**src/rtl/pkt_router_pkg.sv**
```systemverilog
package pkt_router_pkg;
    localparam int PKT_W      = 8;
    localparam int DEST_W     = 2;
    localparam int NPORT      = 1 << DEST_W;
    localparam int PAYLOAD_W  = PKT_W - DEST_W;
    localparam int QUEUE_DEPTH = 8;

    typedef struct packed {
        logic [PAYLOAD_W-1:0] payload;
        logic [DEST_W-1:0]    dest;
    } pkt_t;
endpackage

```
**src/rtl/pkt_stage.sv**
```systemverilog
module pkt_stage
    import pkt_router_pkg::*;
(
    input  logic clk,
    input  logic rst,
    input  logic load_en,
    input  logic hold,
    input  pkt_t pkt_in,
    output pkt_t pkt_q,
    output logic vld_q
);
    always_ff @(posedge clk) begin
        if (rst) begin
            pkt_q <= '0;
            vld_q <= 1'b0;
        end else if (!hold) begin
            vld_q <= load_en;
            if (load_en) pkt_q <= pkt_in;
        end
    end
endmodule

```
**src/rtl/port_queue.sv**
```systemverilog
module port_queue #(
    parameter int DEPTH = 8,
    parameter int WIDTH = 8
) (
    input  logic             clk,
    input  logic             rst,
    input  logic             push,
    input  logic [WIDTH-1:0] push_data,
    input  logic             pop,
    output logic [WIDTH-1:0] head,
    output logic             full,
    output logic             empty
);
    localparam int AW = $clog2(DEPTH);

    logic [WIDTH-1:0] mem [DEPTH];
    logic [AW:0] wr_ptr, rd_ptr;

    assign empty = (wr_ptr == rd_ptr);
    assign full  = (wr_ptr[AW] != rd_ptr[AW]) && (wr_ptr[AW-1:0] == rd_ptr[AW-1:0]);
    assign head  = mem[rd_ptr[AW-1:0]];

    always_ff @(posedge clk) begin
        if (rst) begin
            wr_ptr <= '0;
            rd_ptr <= '0;
        end else begin
            if (push && !full) begin
                mem[wr_ptr[AW-1:0]] <= push_data;
                wr_ptr <= wr_ptr + 1'b1;
            end
            if (pop && !empty) rd_ptr <= rd_ptr + 1'b1;
        end
    end
endmodule

```
**src/rtl/rr_drain.sv**
```systemverilog
module rr_drain #(
    parameter int N = 4
) (
    input  logic         clk,
    input  logic         rst,
    input  logic [N-1:0] req,
    output logic [N-1:0] grant
);
    localparam int PW = (N > 1) ? $clog2(N) : 1;

    logic [PW-1:0] start_q;
    logic [PW-1:0] win_idx;
    logic          found;

    always_comb begin
        found   = 1'b0;
        win_idx = '0;
        grant   = '0;
        for (int off = 0; off < N; off++) begin
            logic [PW-1:0] idx;
            idx = start_q + PW'(off);
            if (!found && req[idx]) begin
                found   = 1'b1;
                win_idx = idx;
            end
        end
        if (found) grant[win_idx] = 1'b1;
    end

    always_ff @(posedge clk) begin
        if (rst)        start_q <= '0;
        else if (found) start_q <= win_idx + 1'b1;
    end
endmodule

```
**src/rtl/pkt_dist_router.sv**
```systemverilog
module pkt_dist_router
    import pkt_router_pkg::*;
#(
    parameter int DEPTH = QUEUE_DEPTH
) (
    input  logic                   clk,
    input  logic                   rst,
    input  logic                   in_en,
    input  logic [PKT_W-1:0]       in_data,
    output logic                   stall,
    output logic [NPORT-1:0]       out_valid,
    input  logic [NPORT-1:0]       out_ready,
    output logic [NPORT*PKT_W-1:0] out_data
);
    pkt_t             stage_pkt;
    logic             stage_vld;
    logic [NPORT-1:0] q_full, q_empty, q_push, q_req, grant;

    assign stall = stage_vld && q_full[stage_pkt.dest];

    pkt_stage u_stage (
        .clk    (clk),
        .rst    (rst),
        .load_en(in_en),
        .hold   (stall),
        .pkt_in (pkt_t'(in_data)),
        .pkt_q  (stage_pkt),
        .vld_q  (stage_vld)
    );

    for (genvar p = 0; p < NPORT; p++) begin : g_port
        logic [PKT_W-1:0] head;

        assign q_push[p] = stage_vld && (stage_pkt.dest == DEST_W'(p)) && !q_full[p];
        assign q_req[p]  = !q_empty[p] && out_ready[p];
        assign out_data[p*PKT_W +: PKT_W] = head;

        port_queue #(.DEPTH(DEPTH), .WIDTH(PKT_W)) u_queue (
            .clk      (clk),
            .rst      (rst),
            .push     (q_push[p]),
            .push_data(stage_pkt),
            .pop      (grant[p]),
            .head     (head),
            .full     (q_full[p]),
            .empty    (q_empty[p])
        );
    end

    rr_drain #(.N(NPORT)) u_arb (
        .clk  (clk),
        .rst  (rst),
        .req  (q_req),
        .grant(grant)
    );

    assign out_valid = grant;
endmodule

```
**config.mk**
```make
export PLATFORM = sky130hd
export DESIGN_NAME = pkt_dist_router
export DESIGN_NICKNAME = d
export VERILOG_FILES = /design/src/rtl/pkt_router_pkg.sv /design/src/rtl/pkt_stage.sv /design/src/rtl/port_queue.sv /design/src/rtl/rr_drain.sv /design/src/rtl/pkt_dist_router.sv
export SDC_FILE = /design/constraint.sdc
export NUM_CORES = 1
export LEC_CHECK = 0
export CORE_ASPECT_RATIO = 0.6
export CORE_MARGIN = 2
export CORE_UTILIZATION = 65
export DETAILED_ROUTE_END_ITERATION = 7
export PLACE_DENSITY = 0.81
export REMOVE_ABC_BUFFERS = 1
export SKIP_LAST_GASP = 1
export SLEW_MARGIN = 20
export SYNTH_ARGS = -nofsm -noshare
export SYNTH_HDL_FRONTEND = slang
export SYNTH_SLANG_ARGS = --single-unit
```
**constraint.sdc**
```tcl
create_clock -name clk -period 8.15 [get_ports clk]
set_input_delay 1.63 -clock clk [delete_from_list [all_inputs] [get_ports clk]]
set_output_delay 1.63 -clock clk [all_outputs]
set_load 0.02 [all_outputs]
```
Yosys cells after proc, flatten, opt, wreduce, memory -nomap -nowiden
Memories as Yosys holds them, arrays and structs flattened. A register that Yosys moved wholly into a read port is not among the register bits.
Index checks and enable logic that the tools add are counted.
Widths: inputs -> output; s select.
{"block": "word_totals", "memories": 4, "ff_bits": 43, "input_bits": 15, "mem_bits_rw": 256, "wordCells": 134, "output_inout_bits": 37}
{"block": "op_classes", "reduce_logical": 42, "addsub": 12, "magnitude_cmp": 7, "bitwise": 1, "n_eq_ne": 15, "mux": 41}
{"memory": "g_port[0].u_queue.mem", "depth": 8, "width": 8, "read_ports": 1, "rd_ports_with_merged_regs": 1, "wr": 1, "line_no": "port_queue.sv:16", "source": "logic [WIDTH-1:0] mem [DEPTH];"}
{"memory": "g_port[1].u_queue.mem", "depth": 8, "width": 8, "read_ports": 1, "rd_ports_with_merged_regs": 1, "wr": 1, "line_no": "port_queue.sv:16"}
{"memory": "g_port[2].u_queue.mem", "depth": 8, "width": 8, "read_ports": 1, "rd_ports_with_merged_regs": 1, "wr": 1, "line_no": "port_queue.sv:16"}
{"memory": "g_port[3].u_queue.mem", "depth": 8, "width": 8, "read_ports": 1, "rd_ports_with_merged_regs": 1, "wr": 1, "line_no": "port_queue.sv:16"}
{"operator": "$add 4x1->4 const B", "count": 8}
{"operator": "$logic_and 1x1->1", "count": 29}
{"operator": "$mux 3", "count": 8}
{"operator": "$mux 1", "count": 22}
{"operator": "$lt 2x3->1 const B", "count": 6}
{"operator": "$eq 4x4->1", "count": 4}
{"operator": "$eq 3x3->1", "count": 4}
{"operator": "$logic_not 1->1", "count": 11}
{"operator": "$bmux 1 s2", "count": 5}
{"operator": "$mux 2", "count": 4}
{"operator": "$add 2x1->2 const B", "count": 2}
{"operator": "$add 2x2->2 const B", "count": 2}
{"operator": "$eq 2x2->1 const B", "count": 2}
{"operator": "$mux 4", "count": 1}
{"operator": "$ne 1x1->1", "count": 4}
{"operator": "$demux 1 s2", "count": 1}
{"operator": "$eq 2x1->1 const B", "count": 1}
{"operator": "$ge 2x1->1 const B", "count": 1}
{"operator": "$logic_not 2->1", "count": 1}
{"operator": "$reduce_and 2->1", "count": 1}
{"operator": "$not 1->1", "count": 1}

Logic depth before layout (Yosys ltp)
Gate-level depths: netlist (run 1).
{"block": "depth", "depth_word": 23, "mapped_depth": 11, "depth_no_buf": 10}

Hierarchy
Synthesis (run 1) repeated with hierarchy kept, for this count alone.
{"block": "unflattened", "hier_cells": 786, "hier_area_um2": 13305.3}
{"mod": "port_queue at g_port[1].u_queue ...", "cells_each": 177, "n_inst": 3, "area_per_inst_um2": 3143.0, "seq_area_each_um2": 2142.1}
{"mod": "port_queue at g_port[0].u_queue", "cells_each": 175, "n_inst": 1, "area_per_inst_um2": 3129.3, "seq_area_each_um2": 2142.1}
{"mod": "pkt_stage", "cells_each": 38, "n_inst": 1, "area_per_inst_um2": 400.4, "seq_area_each_um2": 180.2}
{"mod": "rr_drain", "cells_each": 29, "n_inst": 1, "area_per_inst_um2": 260.2, "seq_area_each_um2": 40.0}
{"mod": "pkt_dist_router", "cells_each": 13, "n_inst": 1, "area_per_inst_um2": 86.3, "seq_area_each_um2": 0.0}

Worst setup path before layout (run 1)
No wires, ideal clock.
{"block": "synth_path", "kind": "input -> output", "from": "input port out_ready[3]", "to": "output port out_valid[0]", "stages": 8, "t_required_ns": 6.520, "setup_slack_ns": 3.784, "arrival_ns": 2.736, "n_path_buf": 1, "cell_sequence": "inv_1 > a41oi_1 > o221ai_1 > a32oi_1 > nand2_1 > ha_1 > and2_1 > buf_4"}
{"block": "synth_via", "elab_chain_len": 18}
{"element": "start, declared", "line_no": "pkt_dist_router.sv:12", "source": "input logic [NPORT-1:0] out_ready,"}
{"element": "$logic_and 1x1->1 (*)", "line_no": "pkt_dist_router.sv:35", "source": "assign q_req[p] = !q_empty[p] && out_ready[p];"}
{"element": "$bmux 1 s2", "line_no": "rr_drain.sv:22", "source": "if (!found && req[idx]) begin"}
{"element": "$mux 1 (implied by the code)", "line_no": "rr_drain.sv:22"}
{"element": "$mux 1", "line_no": "rr_drain.sv:22"}
{"element": "$logic_not 1->1", "line_no": "rr_drain.sv:22"}
{"element": "$logic_and 1x1->1", "line_no": "rr_drain.sv:22"}
{"element": "$mux 1", "line_no": "rr_drain.sv:22"}
{"element": "$logic_not 1->1", "line_no": "rr_drain.sv:22"}
{"element": "(+2 left out)"}
{"element": "$logic_not 1->1", "line_no": "rr_drain.sv:22"}
{"element": "$logic_and 1x1->1", "line_no": "rr_drain.sv:22"}
{"element": "$mux 2", "line_no": "rr_drain.sv:22"}
{"element": "$lt 2x3->1 (implied by the code) or $ge 2x1->1 (tied branches)", "line_no": "rr_drain.sv:27", "source": "if (found) grant[win_idx] = 1'b1;"}
{"element": "$logic_and 1x1->1 (implied by the code)", "line_no": "rr_drain.sv:27"}
{"element": "$mux 1 (implied by the code)", "line_no": "rr_drain.sv:27"}
{"element": "$demux 1 s2"}
{"element": "$mux 4 (*)", "line_no": "rr_drain.sv:27"}
{"element": "end, declared", "line_no": "pkt_dist_router.sv:11", "source": "output logic [NPORT-1:0] out_valid,"}
Every way passes the cells marked *; elsewhere a longest branch is shown, timed or not. The select of a mux whose other input is x is not followed.

Final worst setup path (run 1)
{"block": "layout_path", "from": "input port out_ready[1]", "to": "output port out_valid[1]"}
The elaborated chain is that of the path after synthesis.

==> impl_metrics.json, run 1 <==
{
  "outcome": "complete, no violations",
  "crit_slowest_cell": "clkdlybuf4s50_1",
  "final_common_cell": "edfxtp_1",
  "vdd_drop_max_uv": 144,
  "post_cts_buffers": 0,
  "wirelength_um": 25500,
  "start_kind": "input pin",
  "grt_pass1_wl_um": 39700,
  "clkPwrFrac_pct": 38.9,
  "fin_crit_ns": 5.68,
  "fin_crit_sh_pct": 69.7,
  "cts_hold_buf": 0,
  "overflow": 0,
  "cts_max_level": 1,
  "crit_fanout": 3,
  "place.gp.congestion": 0.815,
  "initial_core_util_pct": 67.2,
  "netlist_area_um2": 13000,
  "core_um2": 19300,
  "layout-drive-gt1-share_pct": 23.9,
  "drtAntennaViolNets": 0,
  "min_path_cells": 2,
  "num_rows": 39,
  "slowest_delay_ns": 0.60,
  "p_leak_nw": 4.76,
  "cts_buffers": 27,
  "path_cells": "clkdlybuf4s50_1, o41a_1, o221ai_1, a32oi_1, and2_1, ha_1, and2_1, clkdlybuf4s50_1",
  "synth_top_area_share_pct": 59.3,
  "die_area_um2": 21100,
  "end_kind": "primary output",
  "p_per_area_nw_per_um2": 219,
  "viasPerCell": 6.38,
  "grt_pass1_vias": 6877,
  "setup_ws_ns": 2.47,
  "dp_slack_ns": 2.56,
  "p_int_mw": 2.53,
  "hold_ws_ns": 0.567,
  "drc": 0,
  "yosys_warnings": 0,
  "ys_seq_area_share_pct": 67.8,
  "clkSlewWorstSetupHoldPaths_ns": 0.06,
  "worstHoldStart": "g_port[0].u_queue.wr_ptr[3]",
  "grt_use_total_pct": 25.3,
  "final_max_slew_viol_count": 0,
  "skew_ns": 0.0109,
  "nets": 823,
  "clkLatencyLatePin_ns": 0.53,
  "cts_resized": 0,
  "port_buffers": 51,
  "post-dp-hpwl_um": 16400,
  "fin_tns_setup_ns": 0,
  "final_cell_mix": "edfxtp_1, mux4_2, nor2_1",
  "syn_inst": 745,
  "cp.required_ns": 6.52,
  "hold_end": "g_port[0].u_queue.wr_ptr[3]",
  "vias": 6906,
  "max_freq_mhz": 176,
  "cts.path.max_buffers": 3,
  "hp-class": "reg2reg",
  "tightest_slew_ns": 1.06,
  "drtIter0Drc": 776,
  "switchingPower_mw": 0.664,
  "timing.rr.start": "g_port[0].u_queue.wr_ptr[0]",
  "hold_viol_final": 0,
  "finalSetupViolCount": 0,
  "p_seq_share_pct": 56.3,
  "syn_to_final_growth_pct": 12.4,
  "slew_headroom_pct": 29.4,
  "cp_top_family": "buffers and inverters",
  "antenna_cells": 0,
  "ys_ff_latch": 311,
  "maxCapViolations": 0,
  "r2r_cells": 10,
  "die_w_um": 186,
  "wl_per_cell_um": 23.6,
  "rsz0062_at_grt": "no",
  "die_y_um": 113,
  "io_pins": 52,
  "synth_area_per_cell_um2": 17.4,
  "crit_arrival_ns": 4.05,
  "rrSetupSlack_ns": 4.66,
  "root_buffer": "clkbuf_16",
  "grt_max_degree": 64,
  "antenna_found_initial": 0,
  "first_pass_iters": 5,
  "ys.flop_type": "edfxtp_1",
  "cts_tree": "yes",
  "async_flop_share_pct": 0,
  "reg2reg_to": "g_port[1].u_queue.rd_ptr[1]",
  "yosysTopAreaCell": "edfxtp_1",
  "synth-edff-count": 256,
  "cp_num_buf_inv": 2,
  "cts_sinks": 311,
  "synthDistinctLibCells": 56,
  "p_comb_share_pct": 4.8,
  "synth_area_leaders": "edfxtp_1, mux4_2, dfxtp_1, mux2_2, nor2_1",
  "critical_path_class": "in2out",
  "p_sw_share_pct": 20.8
}
==> worst reg2reg max path, stage by stage, from the launching register on <==
cell and delay, ns:
dfxtp_1 0.59, xor2_2 0.20, o41ai_4 0.64, o221ai_1 0.23, a32oi_1 0.33, and2_1 0.22, ha_1 0.20, o41ai_1 0.15
a41oi_4 0.36, mux2i_1 0.36, nor2_1 0.08
==> registers in the layout (all words and copies together), names as in the netlist, named ones only <==
signal,cells
g_port.u_queue.mem,256
g_port.u_queue.rd_ptr,16
g_port.u_queue.wr_ptr,16
u_stage.pkt_q,8
u_arb.start_q,2
u_stage.vld_q,1
==> kinds of logic after synthesis <==
group / Yosys count / synth area share [%]
AOI/OAI and AO/OA: 59 / 4.82
xor gates and xnor gates: 39 / 2.93
adders and majority gates: 12 / 1.16
buffers and inverters: 59 / 2.23
DFF: 311 / 67.8
muxes: 111 / 15.2
and+or+nand+nor: 154 / 5.81
==> power by group through the flow <==
stage          clock [mW]  combinational (mW)  sequential, mW
2_1_floorplan           0              0.0970            1.81
5_1_grt              1.32               0.165            1.80
3_5_place_dp            0               0.152            1.83
6_report             1.24               0.154            1.80
3_3_place_gp            0               0.146            1.83
4_1_cts              1.25               0.153            1.80
==> per-stage QoR <==
step	std cells	total power [mW]	area, µm²	utilization (%)
after detailed placement	1033	1.98	13700	71.0
final	1083	3.19	14600	75.5
after CTS	1083	3.20	14600	75.5
after global routing	1083	3.28	14600	75.5
after global placement	1033	1.97	13700	71.0
after floorplan	698	1.91	12700	-
==> cell type report <==
class,instances,area [µm²]
multi-input cells,375,3880
clock inverters,6,61.3
repair buffers,69,641
well taps,266,333
flip-flops and latches,311,8800
fillers,1088,4710
clock buffers,44,801
inverters,12,45.0
==> worst max-delay path by stage <==
| stage | start | endpoint | cells past startpoint | slack [ns] |
|---|---|---|---|---|
| 2_1_floorplan | out_ready[3] | out_valid[1] | 7 | 3.81 |
| 3_3_place_gp | out_ready[3] | out_valid[1] | 9 | 2.67 |
| 3_5_place_dp | out_ready[1] | out_valid[1] | 8 | 2.56 |
| 4_1_cts | out_ready[1] | out_valid[1] | 8 | 2.54 |
| 5_1_grt | out_ready[3] | out_valid[1] | 9 | 2.34 |
| 6_report | out_ready[1] | out_valid[1] | 8 | 2.47 |
==> metal layers <==
layer / vias to the layer above / global-route usage [%] / part of all wire (%)
li1: 3036 / - / -
met1: 3547 / 40.4 / 45
met2: 287 / 38.4 / 46
met3: 36 / 3.44 / 7.0
met4: 0 / 4.67 / 1.3
met5: - / 0 / 0
==> cells in the mapped netlist (4+ instances only) <==
| master | n |
|---|---|
| nor4_1 | 7 |
| a31oi_1 | 6 |
| and3_1 | 5 |
| inv_1 | 12 |
| xor2_1 | 18 |
| nor2b_1 | 4 |
| dfxtp_1 | 55 |
| nand2_1 | 26 |
| a31o_2 | 8 |
| buf_1 | 7 |
| and2_1 | 7 |
| o311ai_2 | 4 |
| edfxtp_1 | 256 |
| o41ai_1 | 4 |
| xnor2_1 | 16 |
| mux4_2 | 65 |
| buf_4 | 7 |
| mux2i_1 | 10 |
| buf_2 | 9 |
| xor2_2 | 5 |
| o41ai_4 | 4 |
| a21oi_1 | 7 |
| nand2b_1 | 7 |
| clkbuf_1 | 20 |
| nand4_1 | 14 |
| ha_1 | 12 |
| mux2_2 | 33 |
| nor3b_1 | 4 |
| nor2_1 | 58 |
| buf_6 | 4 |
| nor3_1 | 12 |
Note: power is estimated with default switching activity, not from simulation.
==> run 2: changes to the inputs <==
--- a/config.mk
+++ b/config.mk
@@ -7,9 +7,9 @@
 export LEC_CHECK = 0
 export CORE_ASPECT_RATIO = 0.6
 export CORE_MARGIN = 2
-export CORE_UTILIZATION = 65
+export CORE_UTILIZATION = 55
 export DETAILED_ROUTE_END_ITERATION = 7
-export PLACE_DENSITY = 0.81
+export PLACE_DENSITY = 0.73
 export REMOVE_ABC_BUFFERS = 1
 export SKIP_LAST_GASP = 1
 export SLEW_MARGIN = 20
==> constraint.sdc (replaced) <==
create_clock -name clk -period 5.2 [get_ports clk]
set_input_delay 1.04 -clock clk [delete_from_list [all_inputs] [get_ports clk]]
set_output_delay 1.04 -clock clk [all_outputs]
set_load 0.02 [all_outputs]
==> run 2 against run 1 <==
Compared with the run above: register-to-register slack lost 3.0 ns; non-clock buffer count grew 4; combinational power grew 70%; first-iteration DRC count shrank 36%.
==> impl_metrics.json, run 2 (synthesis results as in run 1) <==
{
  "cts.path.max_buffers": 3,
  "cts_tree": "yes",
  "design_area_um2": 14700,
  "syn_to_final_growth_pct": 13.7,
  "nets": 829,
  "drc": 0,
  "grt_use_total_pct": 21.8,
  "crit_fanout": 11,
  "initial_core_util_pct": 56.0,
  "port_buffers": 51,
  "overflow": 0,
  "clkLatencyLatePin_ns": 0.54,
  "utilization_pct": 63.7,
  "antenna_found_initial": 0,
  "finalNonFillerCells": 1140,
  "antenna_cells": 0,
  "io_pins": 52,
  "fin_crit_ns": 4.79,
  "tightest_slew_ns": 0.922,
  "cts_buffers": 29,
  "dp.cells": 1086,
  "critical_path_class": "reg2out",
  "p_per_area_nw_per_um2": 351,
  "hold_ws_ns": 0.546,
  "hold_viol_final": 0,
  "largest_register_ffs": 256,
  "cts_max_level": 1,
  "outcome": "complete, no violations",
  "post-dp-hpwl_um": 16600,
  "place.gp.congestion": 0.770,
  "p_leak_nw": 4.82,
  "drtAntennaViolNets": 0,
  "fin_crit_sh_pct": 92.2,
  "first_pass_iters": 5,
  "grt_max_degree": 63,
  "final_cell_mix": "edfxtp_1, mux4_2, nor2_1",
  "rsz0062_at_grt": "no",
  "cts_hold_buf": 0,
  "viasPerCell": 6.00,
  "maxCapViolations": 0,
  "grt_pass1_wl_um": 40800,
  "fin_tns_setup_ns": 0,
  "drtIter0Drc": 500,
  "wirelength_um": 26000,
  "core_um2": 23100,
  "num_rows": 43,
  "final_common_cell": "edfxtp_1",
  "cts_resized": 0,
  "slew_headroom_pct": 38.3,
  "wl_per_cell_um": 22.8,
  "grt_pass1_vias": 7038,
  "vias": 6841,
  "layout-drive-gt1-share_pct": 24.6,
  "final_max_slew_viol_count": 0,
  "cp.required_ns": 4.16,
  "start_kind": "flop",
  "vdd_drop_max_uv": 272,
  "die_y_um": 123,
  "clkSlewWorstSetupHoldPaths_ns": 0.07,
  "fillers": 1634,
  "post_cts_buffers": 0,
  "max_freq_mhz": 209,
  "finalSetupViolCount": 0,
  "crit_arrival_ns": 3.75,
  "end_kind": "primary output",
  "root_buffer": "clkbuf_16",
  "hp-class": "reg2reg",
  "skew_ns": 0.00746,
  "die_w_um": 202,
  "dpl_cell_area_um2": 13800,
  "cts_sinks": 311,
  "die_area_um2": 24800
}
## run 2: cell type report
type	instances	area [µm²]	area share, %
Clock buffer	37	776	5.26
Clock inverter	17	171	1.16
Inverter	12	45.0	0.306
Multi-Input combinational cell	375	3880	26.3
Sequential cell	311	8800	59.7
Tap cell	315	394	2.67
Timing Repair Buffer	73	671	4.55
## run 2: worst max-delay path, stage by stage, from the launching register on
cell and delay (ns):
dfxtp_1 0.57, xor2_2 0.20, o41ai_4 0.70, o221ai_1 0.24, a32oi_1 0.29, and2_1 0.23
ha_1 0.21, and2_1 0.16, clkdlybuf4s50_1 0.60
## run 2: path summary, 6_finish.rpt
kind | startpoint | endpoint | slack [ns] | depth (start not counted)
worst max-delay path | g_port[0].u_queue.wr_ptr[1] | out_valid[3] | 0.41 | 8
worst min-delay path | g_port[2].u_queue.wr_ptr[3] | g_port[2].u_queue.wr_ptr[3] | 0.55 | 2
worst max register to register | g_port[0].u_queue.wr_ptr[1] | g_port[3].u_queue.rd_ptr[3] | 1.65 | 10
worst min register to register | g_port[2].u_queue.wr_ptr[3] | g_port[2].u_queue.wr_ptr[3] | 0.55 | 2
## run 2: where the power goes
part / internal [mW] / switching (mW) / total (mW)
Combinational: 0.125 / 0.138 / 0.262
Clock: 1.21 / 0.895 / 2.10
Sequential: 2.73 / 0.0700 / 2.80
Total: 4.06 / 1.10 / 5.17
## run 2: routing by layer
layer  wire [µm]  vias to the layer above  track usage (%)
met5           0                        -                0
met4         399                        0             4.33
met3        1560                       29             3.29
met2       12100                      227             35.0
met1       11900                     3528             32.4
li1            -                     3057                -
## run 2: per-stage QoR
| step | total power, mW | worst slack [ns] |
|---|---|---|
| floorplan | 2.99 | 1.93 |
| global placement | 3.10 | 0.775 |
| detailed placement | 3.12 | 0.665 |
| CTS | 5.21 | 0.439 |
| global route | 5.33 | 0.221 |
| finish | 5.17 | 0.408 |
